File: src/rtl/ddr2_cmd_seq.sv
module ddr2_cmd_seq #(
  parameter int BANKS  = 8,
  parameter int ROW_W  = 13,
  parameter int COL_W  = 10,
  parameter int MASK_W = 4,
  parameter int TW     = 4,
  localparam int BA_W  = $clog2(BANKS)
) (
  input  logic              clk,
  input  logic              rst_n,
  input  logic [2:0]        cfg_cl,
  input  logic [TW-1:0]     cfg_trcd,
  input  logic [TW-1:0]     cfg_trp,
  input  logic [TW-1:0]     cfg_twtr,
  input  logic              pall_req,
  input  logic              req_valid,
  input  logic              req_write,
  input  logic [BA_W-1:0]   req_bank,
  input  logic [ROW_W-1:0]  req_row,
  input  logic [COL_W-1:0]  req_col,
  input  logic [MASK_W-1:0] req_mask,
  output logic              req_ready,
  output logic              cs_n,
  output logic              ras_n,
  output logic              cas_n,
  output logic              we_n,
  output logic [BA_W-1:0]   ba_o,
  output logic [ROW_W-1:0]  addr_o,
  output logic              rd_valid,
  output logic              wr_valid,
  output logic [MASK_W-1:0] dm_o
);
  // column fits below bit 10, which marks close-all
  localparam int PIPE  = 9;
  localparam int WTR_W = TW + 2;

  typedef enum logic [2:0] {C_NONE, C_ACT, C_RD, C_WR, C_PRE, C_PALL} cmd_e;

  logic              busy, h_pall, h_wr;
  logic [BA_W-1:0]   h_ba;
  logic [ROW_W-1:0]  h_row;
  logic [COL_W-1:0]  h_col;
  logic [MASK_W-1:0] h_mask;

  logic [BANKS-1:0]  open_q;
  logic [ROW_W-1:0]  row_q [BANKS];
  logic [TW-1:0]     rcd_q [BANKS];
  logic [TW-1:0]     rp_q  [BANKS];
  logic [2:0]        col_q, rtw_q;
  logic [WTR_W-1:0]  wtr_q;

  logic [PIPE-1:0]   rdp_q, wrp_q;
  logic [MASK_W-1:0] dmp_q [PIPE];

  logic [2:0]        cl_eff, wl_eff;
  logic [PIPE-1:0]   rwin, wwin;
  logic              take_pall, take_req;
  cmd_e              cmd;

  function automatic logic [TW-1:0] gap_load(input logic [TW-1:0] v);
    return (v == '0) ? '0 : v - 1'b1;
  endfunction

  assign cl_eff    = (cfg_cl < 3'd2) ? 3'd2 : (cfg_cl > 3'd5) ? 3'd5 : cfg_cl;
  assign wl_eff    = cl_eff - 3'd1;
  assign rwin      = PIPE'(4'hF) << cl_eff;
  assign wwin      = PIPE'(4'hF) << wl_eff;
  assign take_pall = !busy && pall_req;
  assign take_req  = !busy && !pall_req && req_valid;
  assign req_ready = !busy && !pall_req;
  assign rd_valid  = rdp_q[0];
  assign wr_valid  = wrp_q[0];
  assign dm_o      = dmp_q[0];

  always_comb begin
    cmd = C_NONE;
    if (busy) begin
      if (h_pall)
        cmd = C_PALL;
      else if (!open_q[h_ba]) begin
        if (rp_q[h_ba] == '0) cmd = C_ACT;
      end else if (row_q[h_ba] != h_row)
        cmd = C_PRE;
      else if (rcd_q[h_ba] == '0 && col_q == '0) begin
        if (h_wr) begin
          if (rtw_q == '0) cmd = C_WR;
        end else if (wtr_q == '0)
          cmd = C_RD;
      end
    end
  end

  always_ff @(posedge clk or negedge rst_n) begin
    if (!rst_n) begin
      busy   <= 1'b0;
      h_pall <= 1'b0;
      h_wr   <= 1'b0;
      h_ba   <= '0;
      h_row  <= '0;
      h_col  <= '0;
      h_mask <= '1;
    end else if (take_pall || take_req) begin
      busy   <= 1'b1;
      h_pall <= take_pall;
      h_wr   <= req_write;
      h_ba   <= req_bank;
      h_row  <= req_row;
      h_col  <= req_col;
      h_mask <= req_mask;
    end else if (cmd == C_RD || cmd == C_WR || cmd == C_PALL) begin
      busy <= 1'b0;
    end
  end

  always_ff @(posedge clk or negedge rst_n) begin
    if (!rst_n) begin
      open_q <= '0;
      for (int b = 0; b < BANKS; b++) begin
        row_q[b] <= '0;
        rcd_q[b] <= '0;
        rp_q[b]  <= '0;
      end
    end else begin
      for (int b = 0; b < BANKS; b++) begin
        if (cmd == C_PALL || (cmd == C_PRE && h_ba == BA_W'(b))) begin
          open_q[b] <= 1'b0;
          rp_q[b]   <= gap_load(cfg_trp);
        end else if (rp_q[b] != '0)
          rp_q[b] <= rp_q[b] - 1'b1;
        if (cmd == C_ACT && h_ba == BA_W'(b)) begin
          open_q[b] <= 1'b1;
          row_q[b]  <= h_row;
          rcd_q[b]  <= gap_load(cfg_trcd);
        end else if (rcd_q[b] != '0)
          rcd_q[b] <= rcd_q[b] - 1'b1;
      end
    end
  end

  always_ff @(posedge clk or negedge rst_n) begin
    if (!rst_n) begin
      col_q <= '0;
      rtw_q <= '0;
      wtr_q <= '0;
    end else begin
      if (cmd == C_RD || cmd == C_WR) col_q <= 3'd3;
      else if (col_q != '0)           col_q <= col_q - 1'b1;
      if (cmd == C_RD)                rtw_q <= 3'd5;
      else if (rtw_q != '0)           rtw_q <= rtw_q - 1'b1;
      if (cmd == C_WR)
        wtr_q <= WTR_W'(cl_eff) + WTR_W'(cfg_twtr) + WTR_W'(2);
      else if (wtr_q != '0)
        wtr_q <= wtr_q - 1'b1;
    end
  end

  always_ff @(posedge clk or negedge rst_n) begin
    if (!rst_n) begin
      rdp_q <= '0;
      wrp_q <= '0;
      for (int k = 0; k < PIPE; k++) dmp_q[k] <= '1;
    end else begin
      rdp_q <= (rdp_q >> 1) | ((cmd == C_RD) ? rwin : '0);
      wrp_q <= (wrp_q >> 1) | ((cmd == C_WR) ? wwin : '0);
      for (int k = 0; k < PIPE - 1; k++)
        dmp_q[k] <= (cmd == C_WR && wwin[k]) ? h_mask : dmp_q[k+1];
      dmp_q[PIPE-1] <= (cmd == C_WR && wwin[PIPE-1]) ? h_mask : '1;
    end
  end

  always_ff @(posedge clk or negedge rst_n) begin
    if (!rst_n) begin
      {cs_n, ras_n, cas_n, we_n} <= 4'b1111;
      ba_o   <= '0;
      addr_o <= '0;
    end else begin
      {cs_n, ras_n, cas_n, we_n} <= 4'b1111;
      ba_o   <= '0;
      addr_o <= '0;
      case (cmd)
        C_ACT: begin
          {cs_n, ras_n, cas_n, we_n} <= 4'b0011;
          ba_o   <= h_ba;
          addr_o <= h_row;
        end
        C_RD: begin
          {cs_n, ras_n, cas_n, we_n} <= 4'b0101;
          ba_o   <= h_ba;
          addr_o <= ROW_W'(h_col);
        end
        C_WR: begin
          {cs_n, ras_n, cas_n, we_n} <= 4'b0100;
          ba_o   <= h_ba;
          addr_o <= ROW_W'(h_col);
        end
        C_PRE: begin
          {cs_n, ras_n, cas_n, we_n} <= 4'b0010;
          ba_o   <= h_ba;
        end
        C_PALL: begin
          {cs_n, ras_n, cas_n, we_n} <= 4'b0010;
          addr_o <= ROW_W'(1) << 10;
        end
        default: ;
      endcase
    end
  end
endmodule

File: config.mk
export PLATFORM = sky130hd
export DESIGN_NAME = ddr2_cmd_seq
export DESIGN_NICKNAME = d
export VERILOG_FILES = /design/src/rtl/ddr2_cmd_seq.sv
export SDC_FILE = /design/constraint.sdc
export NUM_CORES = 1
export LEC_CHECK = 0
export BUFFER_PORTS_ARGS = -buffer_cell sky130_fd_sc_hd__buf_2
export CAP_MARGIN = 40
export CORE_AREA = 3 3 224 226
export CTS_CLUSTER_DIAMETER = 100
export DETAILED_ROUTE_END_ITERATION = 10
export DIE_AREA = 0 0 227 229
export PLACE_DENSITY_LB_ADDON = 0.1
export SKIP_CTS_REPAIR_TIMING = 1
export SLEW_MARGIN = 25
export SYNTH_ARGS = -nofsm -noshare
export SYNTH_HDL_FRONTEND = slang
export SYNTH_SLANG_ARGS = --single-unit
File: constraint.sdc
create_clock -name clk -period 6.94 [get_ports clk]
set_clock_uncertainty 0.15 [all_clocks]
set_input_delay 2.082 -clock clk [delete_from_list [all_inputs] [get_ports clk]]
set_output_delay 2.082 -clock clk [all_outputs]
set_load 0.05 [all_outputs]
==> metrics.txt, run 1 <==
number of core rows 81; combinational fraction of design power 38.8%; clock slew at reported path FFs 0.06 ns; vias in the first global route 9775; Total GRT Usage 14.3%; synthesis-stage register bit count 295; Yosys warning count 0; clock root cell clkbuf_16; Final WS setup 1.61 ns; Worst Hold Slack 0.273 ns; slew at the pin closest to its max-slew limit 0.928 ns; internal power 4.70 mW; main flop type after synthesis dfrtp_1; share of layout cells above drive strength 1 30.0%; Setup crit end kind flop; first-pass GRT wire length 57700 microns; DRT Pass-1 Iters 4; clk_lat worst skew 0.54 ns; Die H 229 microns; Syn Area/Cell 12.2 sq um; switch share 38.7%; Synth top area share 43.3%; total gr overflow 0; clk sink count 295; total power 7.66 mW; num ports 77; Post-synth EDFFs 0; Min-Delay Path Class reg -> reg; unrepaired setup endpoints after global routing false; WHS Path Cells 1; Tmin final 5.33 ns; initial antenna violation count 2; Distinct cells, synth 56; top cells by area, synth dfrtp_1, mux2_2, dfstp_2; Via density 4.79; Worst EP required 7.21 ns; Synth Area in Simple Gates 8.37%; Post-synth ARST share 100%; Max FO, Critical Path 24; ANT cells 0; Slew Viols, Final 0; wire per inst 18.8 microns; P per Cell Area 458 mW/mm^2; Initial Util 29.9%; Die W 227 microns; crit path launch h_ba[2]$_DFFE_PN0P_; adder-cell share of the synthesized area 4.71%; Reg2Reg Depth 11; Fillers 4890; Synth Area in Compound Gates 6.97%; H-tree levels 2; Remaining DRCs 0; share of power burned in registers 37.7%; met2 Usage GRT 23.8%; Worst setup SP type flop; LEAKAGE 7.76 nW; critical path arrival 5.60 ns; fmax 188 MHz; met1 usage 19.4%; Routability Congestion 0.732; largest area contributor in the synthesized netlist dfrtp_1; register area share after synthesis 51.2%; Post-Place Worst Slack 1.63 ns; outcome finished clean; GR peak layer met2; Slew headroom 38.1%; reg2reg setup slack 1.61 ns; setup violators final 0; Post-Synth XOR/XNOR Area 2.53%; post-synth net total 1290; largest net degree at the start of global routing 144; vias 9181; Mapped Cells 1186; Initial DRC Count 516; largest family of logic cells by synthesized area multiplexers; Multi-input gate area 0.00652 sq mm; setup TNS 0 ns; Antenna Nets Post-Route 0; final net count 1370; Post-Syn Area 0.0145 sq mm; M3 GR Usage 2.45%; CTS tree yes; Psw 2.97 mW; die area 0.0520 sq mm; mux contribution to synthesized area 22.1%; Num CTS Buffers 37; Clk pwr share 23.5%; Max rail drop VDD 0.146 mV; Port Buffers 76; drt total wl 36000 microns; final hold violation count 0; Crit Reg-Reg Endpoint row_q[49]$_DFFE_PN0P_; FF/Latch Area 0.00744 sq mm; MaxCap Viol Count 0; R2R Path Start h_ba[2]$_DFFE_PN0P_; CTS Buffer Depth 3; HP Start rdp_q[6]$_DFF_PN0_; area growth from synthesis to layout 15.3%; critical path type reg -> reg; Hold Path Sink rdp_q[5]$_DFF_PN0_; period utilization 76.8%; Core Area 0.0485 sq mm; DP HPWL 24500 microns
## cell type report
class / instances / area share, %
flip-flops and latches: 295 / 44.4
clock buffers: 58 / 6.24
multi-input cells: 763 / 38.9
repair buffers: 104 / 3.83
inverters: 65 / 1.46
clock inverters: 8 / 0.419
well taps: 622 / 4.65
## critical path, cell delays in order, from the launching register on
cell and delay [ns]:
dfrtp_2 0.64, buf_4 0.34, inv_1 0.55, o221ai_1 0.29, a22oi_1 0.33, xnor2_1 0.16
nand4_1 0.15, or3_1 0.52, o31a_1 0.34, buf_4 0.25, or4_2 1.03, mux2_4 0.41
## kinds of logic (layout without fill, tap and decap cells)
kind of cell | Yosys count | count (layout)
AOI/OAI and AO/OA | 150 | 150
xor gates and xnor gates | 42 | 42
adders and majority gates | 54 | 54
buffers and inverters | 128 | 235
DFF | 295 | 295
muxes | 285 | 285
and+or+nand+nor | 232 | 232
## cell usage after synthesis (9+ instances only)
| master | count |
|---|---|
| a22oi_1 | 16 |
| nor2_1 | 49 |
| o21ai_0 | 24 |
| dfrtp_1 | 251 |
| buf_6 | 9 |
| ha_1 | 53 |
| a22o_1 | 12 |
| buf_2 | 10 |
| nor3_1 | 19 |
| or3_1 | 16 |
| a21o_1 | 10 |
| dfstp_2 | 44 |
| mux2_1 | 25 |
| buf_1 | 10 |
| xnor2_1 | 22 |
| nand2_1 | 72 |
| nand3_1 | 10 |
| nand2b_1 | 17 |
| mux2_2 | 141 |
| mux2i_1 | 101 |
| mux2_4 | 10 |
| inv_1 | 65 |
| xor2_1 | 20 |
| clkbuf_1 | 27 |
| a21oi_1 | 38 |
## through the flow
step           instances  cell area [sq um]  utilization (%)
2_1_floorplan       1186              14500                -
3_3_place_gp        1840              15500             32.0
3_5_place_dp        1848              15600             32.2
4_1_cts             1914              16700             34.5
5_1_grt             1915              16700             34.5
6_report            1915              16700             34.5
## flip-flops by register name, indices dropped and copies added (netlist names), 3 cells and up
signal	count
dm_o	4
dmp_q	32
col_q	3
ba_o	3
open_q	8
rp_q	32
h_mask	4
addr_o	13
h_ba	3
rdp_q	9
rtw_q	3
wtr_q	6
rcd_q	32
h_row	13
wrp_q	9
h_col	10
row_q	104
## per-layer routing
metal	vias up	wire, microns
met5	-	0
met2	103	17500
met1	4706	16900
met4	0	570
li1	4334	-
met3	38	1130
## cell usage in the layout (no fill, tap or decap), drive strengths merged, types with 45 or more instances in the layout
cell and n:
dfrtp 251, mux2 176, buf 104, mux2i 101, nand2 72, inv 67
clkbuf 58, ha 53, nor2 49, a21oi 45
## worst max path at each step
| stage | end | depth (start not counted) | slack [ns] |
|---|---|---|---|
| 3_3_place_gp | row_q[46]$_DFFE_PN0P_ | 10 | 1.41 |
| 6_report | row_q[49]$_DFFE_PN0P_ | 11 | 1.61 |
| 3_5_place_dp | row_q[48]$_DFFE_PN0P_ | 11 | 1.63 |
| 5_1_grt | row_q[85]$_DFFE_PN0P_ | 12 | 1.31 |
| 2_1_floorplan | req_ready | 1 | 1.98 |
| 4_1_cts | row_q[97]$_DFFE_PN0P_ | 12 | 1.61 |
## power groups by stage
stage,Sequential [mW],Combinational (mW),Clock (mW)
after global routing,2.99,3.33,1.96
after global placement,2.97,2.91,0
final,2.89,2.97,1.80
after floorplan,2.75,2.33,0
after CTS,2.90,3.03,1.89
after detailed placement,2.92,3.02,0
Note: power is estimated with default switching activity, not from simulation.
==> run 2: changes to the inputs <==
==> constraint.sdc (replaced) <==
create_clock -name clk -period 5.05 [get_ports clk]
set_clock_uncertainty 0.15 [all_clocks]
set_input_delay 1.515 -clock clk [delete_from_list [all_inputs] [get_ports clk]]
set_output_delay 1.515 -clock clk [all_outputs]
set_load 0.05 [all_outputs]
==> metrics.txt, run 2 (synthesis gave the netlist of run 1 again) <==
vias in the first global route 9830 (was 9775); LEAKAGE 7.90 nW (was 7.76 nW); outcome finished clean (unchanged); most common cell after layout, fill and taps aside dfrtp_1 (unchanged); fmax 216 MHz (was 188 MHz); Tmin final 4.64 ns (was 5.33 ns); clock root cell clkbuf_16 (unchanged); die area 0.0520 sq mm (unchanged); Die W 227 microns (unchanged); Initial DRC Count 431 (was 516); Worst setup SP type flop (unchanged); final hold violation count 0 (unchanged); MaxCap Viol Count 0 (unchanged); Crit Reg-Reg Endpoint row_q[50]$_DFFE_PN0P_ (was row_q[49]$_DFFE_PN0P_); initial antenna violation count 2 (unchanged); R2R Path Start h_ba[1]$_DFFE_PN0P_ (was h_ba[2]$_DFFE_PN0P_); Hold Path Sink rdp_q[2]$_DFF_PN0_ (was rdp_q[5]$_DFF_PN0_); CP max stage cell dfrtp_2 (was or4_2); area growth from synthesis to layout 17.1% (was 15.3%); Via density 4.74 (was 4.79); Worst EP required 5.31 ns (was 7.21 ns); Port Buffers 76 (unchanged); Multi-input gate area 0.00652 sq mm (about the same); total gr overflow 0 (unchanged); Final WS setup 0.410 ns (was 1.61 ns); reg2reg setup slack 0.41 ns (was 1.61 ns); number of buffers and inverters on the critical path 2 (was 3); Die H 229 microns (unchanged); DRT Pass-1 Iters 4 (unchanged); first-pass GRT wire length 57400 microns (was 57700 microns); num ports 77 (unchanged); number of core rows 81 (unchanged); Routability Congestion 0.736 (was 0.732); Initial Util 29.9% (unchanged); max reg flops 104 (unchanged); CTS Buffer Depth 3 (unchanged); period utilization 91.9% (was 76.8%); Slowest Stage Delay on Critical Path 0.75 ns (was 1.03 ns); largest net degree at the start of global routing 88 (was 144); vias 9147 (was 9181); crit-path leading delay family simple AND/OR/NAND/NOR gates (unchanged); setup violators final 0 (unchanged); wire per inst 18.6 microns (was 18.8 microns); Antenna Nets Post-Route 0 (unchanged); most frequent cells in the layout dfrtp_1, mux2_2, mux2i_1 (unchanged); Remaining DRCs 0 (unchanged); critical path type reg -> reg (unchanged); unrepaired setup endpoints after global routing false (unchanged); Max rail drop VDD 0.277 mV (was 0.146 mV); Total GRT Usage 14.2% (was 14.3%); Num CTS Buffers 37 (unchanged); Min-Delay Path Class reg -> reg (unchanged); P per Cell Area 639 mW/mm^2 (was 458 mW/mm^2); Slew headroom 45.8% (was 38.1%); Slew Viols, Final 0 (unchanged); Biggest register row_q (unchanged); H-tree levels 2 (unchanged); DP HPWL 24100 microns (was 24500 microns); setup TNS 0 ns (unchanged); Max FO, Critical Path 26 (was 24); drt total wl 35800 microns (was 36000 microns); FF/Latch Area 0.00744 sq mm (unchanged); clk_lat worst skew 0.55 ns (was 0.54 ns); clock slew at reported path FFs 0.05 ns (was 0.06 ns); Core Area 0.0485 sq mm (unchanged); post-layout util 35.0% (was 34.5%); HP Start rdp_q[3]$_DFF_PN0_ (was rdp_q[6]$_DFF_PN0_); ANT cells 0 (unchanged); Post-Place Worst Slack 0.440 ns (was 1.63 ns); Fillers 4803 (was 4890); share of layout cells above drive strength 1 31.1% (was 30.0%); Reg2Reg Depth 10 (was 11); clk sink count 295 (unchanged); Setup crit end kind flop (unchanged); slew at the pin closest to its max-slew limit 0.810 ns (was 0.928 ns); final net count 1382 (was 1370); CTS tree yes (unchanged); WHS Path Cells 1 (unchanged); CP Cell Sequence buf_12 -> mux4_2 -> mux2i_1 -> xor2_1 -> nand4_1 -> or3_1 -> o31a_1 -> or4_1 -> buf_4 -> mux2_4 (was buf_4 -> inv_1 -> o221ai_1 -> a22oi_1 -> xnor2_1 -> nand4_1 -> or3_1 -> o31a_1 -> buf_4 -> or4_2 -> mux2_4); critical path arrival 4.90 ns (was 5.60 ns)
run 2: cell type report:
| cell class | count | share of cell area, % |
|---|---|---|
| Clock buffer | 58 | 6.50 |
| Clock inverter | 10 | 1.02 |
| Inverter | 65 | 1.44 |
| Multi-Input combinational cell | 763 | 38.3 |
| Sequential cell | 295 | 43.8 |
| Tap cell | 622 | 4.58 |
| Timing Repair Buffer | 116 | 4.34 |
run 2: stage by stage:
| stage | total power, mW | hold WS [ns] | cell area (sq um) | instances |
|---|---|---|---|---|
| floorplan | 6.97 | 0.254 | 14500 | 1186 |
| global placement | 8.15 | 0.258 | 15700 | 1857 |
| detailed placement | 8.20 | 0.260 | 15700 | 1861 |
| CTS | 11.1 | 0.275 | 17000 | 1929 |
| global route | 11.7 | 0.294 | 17000 | 1929 |
| finish | 10.9 | 0.274 | 17000 | 1929 |
run 2: metal layers:
| metal | track usage [%] | routed length (microns) |
|---|---|---|
| met5 | 0 | 0 |
| met4 | 3.57 | 739 |
| met3 | 2.58 | 1470 |
| met2 | 23.1 | 17100 |
| met1 | 19.5 | 16500 |
run 2: worst max-delay path by stage:
stage / startpoint / endpoint / slack, ns / depth (start not counted)
final: h_ba[1]$_DFFE_PN0P_ / row_q[50]$_DFFE_PN0P_ / 0.41 / 10
after global routing: h_ba[1]$_DFFE_PN0P_ / row_q[50]$_DFFE_PN0P_ / 0.20 / 10
after CTS: h_ba[1]$_DFFE_PN0P_ / row_q[50]$_DFFE_PN0P_ / 0.40 / 10
after detailed placement: h_ba[1]$_DFFE_PN0P_ / row_q[49]$_DFFE_PN0P_ / 0.44 / 10
after global placement: h_ba[1]$_DFFE_PN0P_ / row_q[47]$_DFFE_PN0P_ / 0.44 / 10
after floorplan: pall_req / req_ready / 1.23 / 1
run 2: power by group:
part / internal [mW] / switching [mW]
combinational: 1.86 / 2.27
clock: 1.72 / 1.06
sequential: 3.19 / 0.765
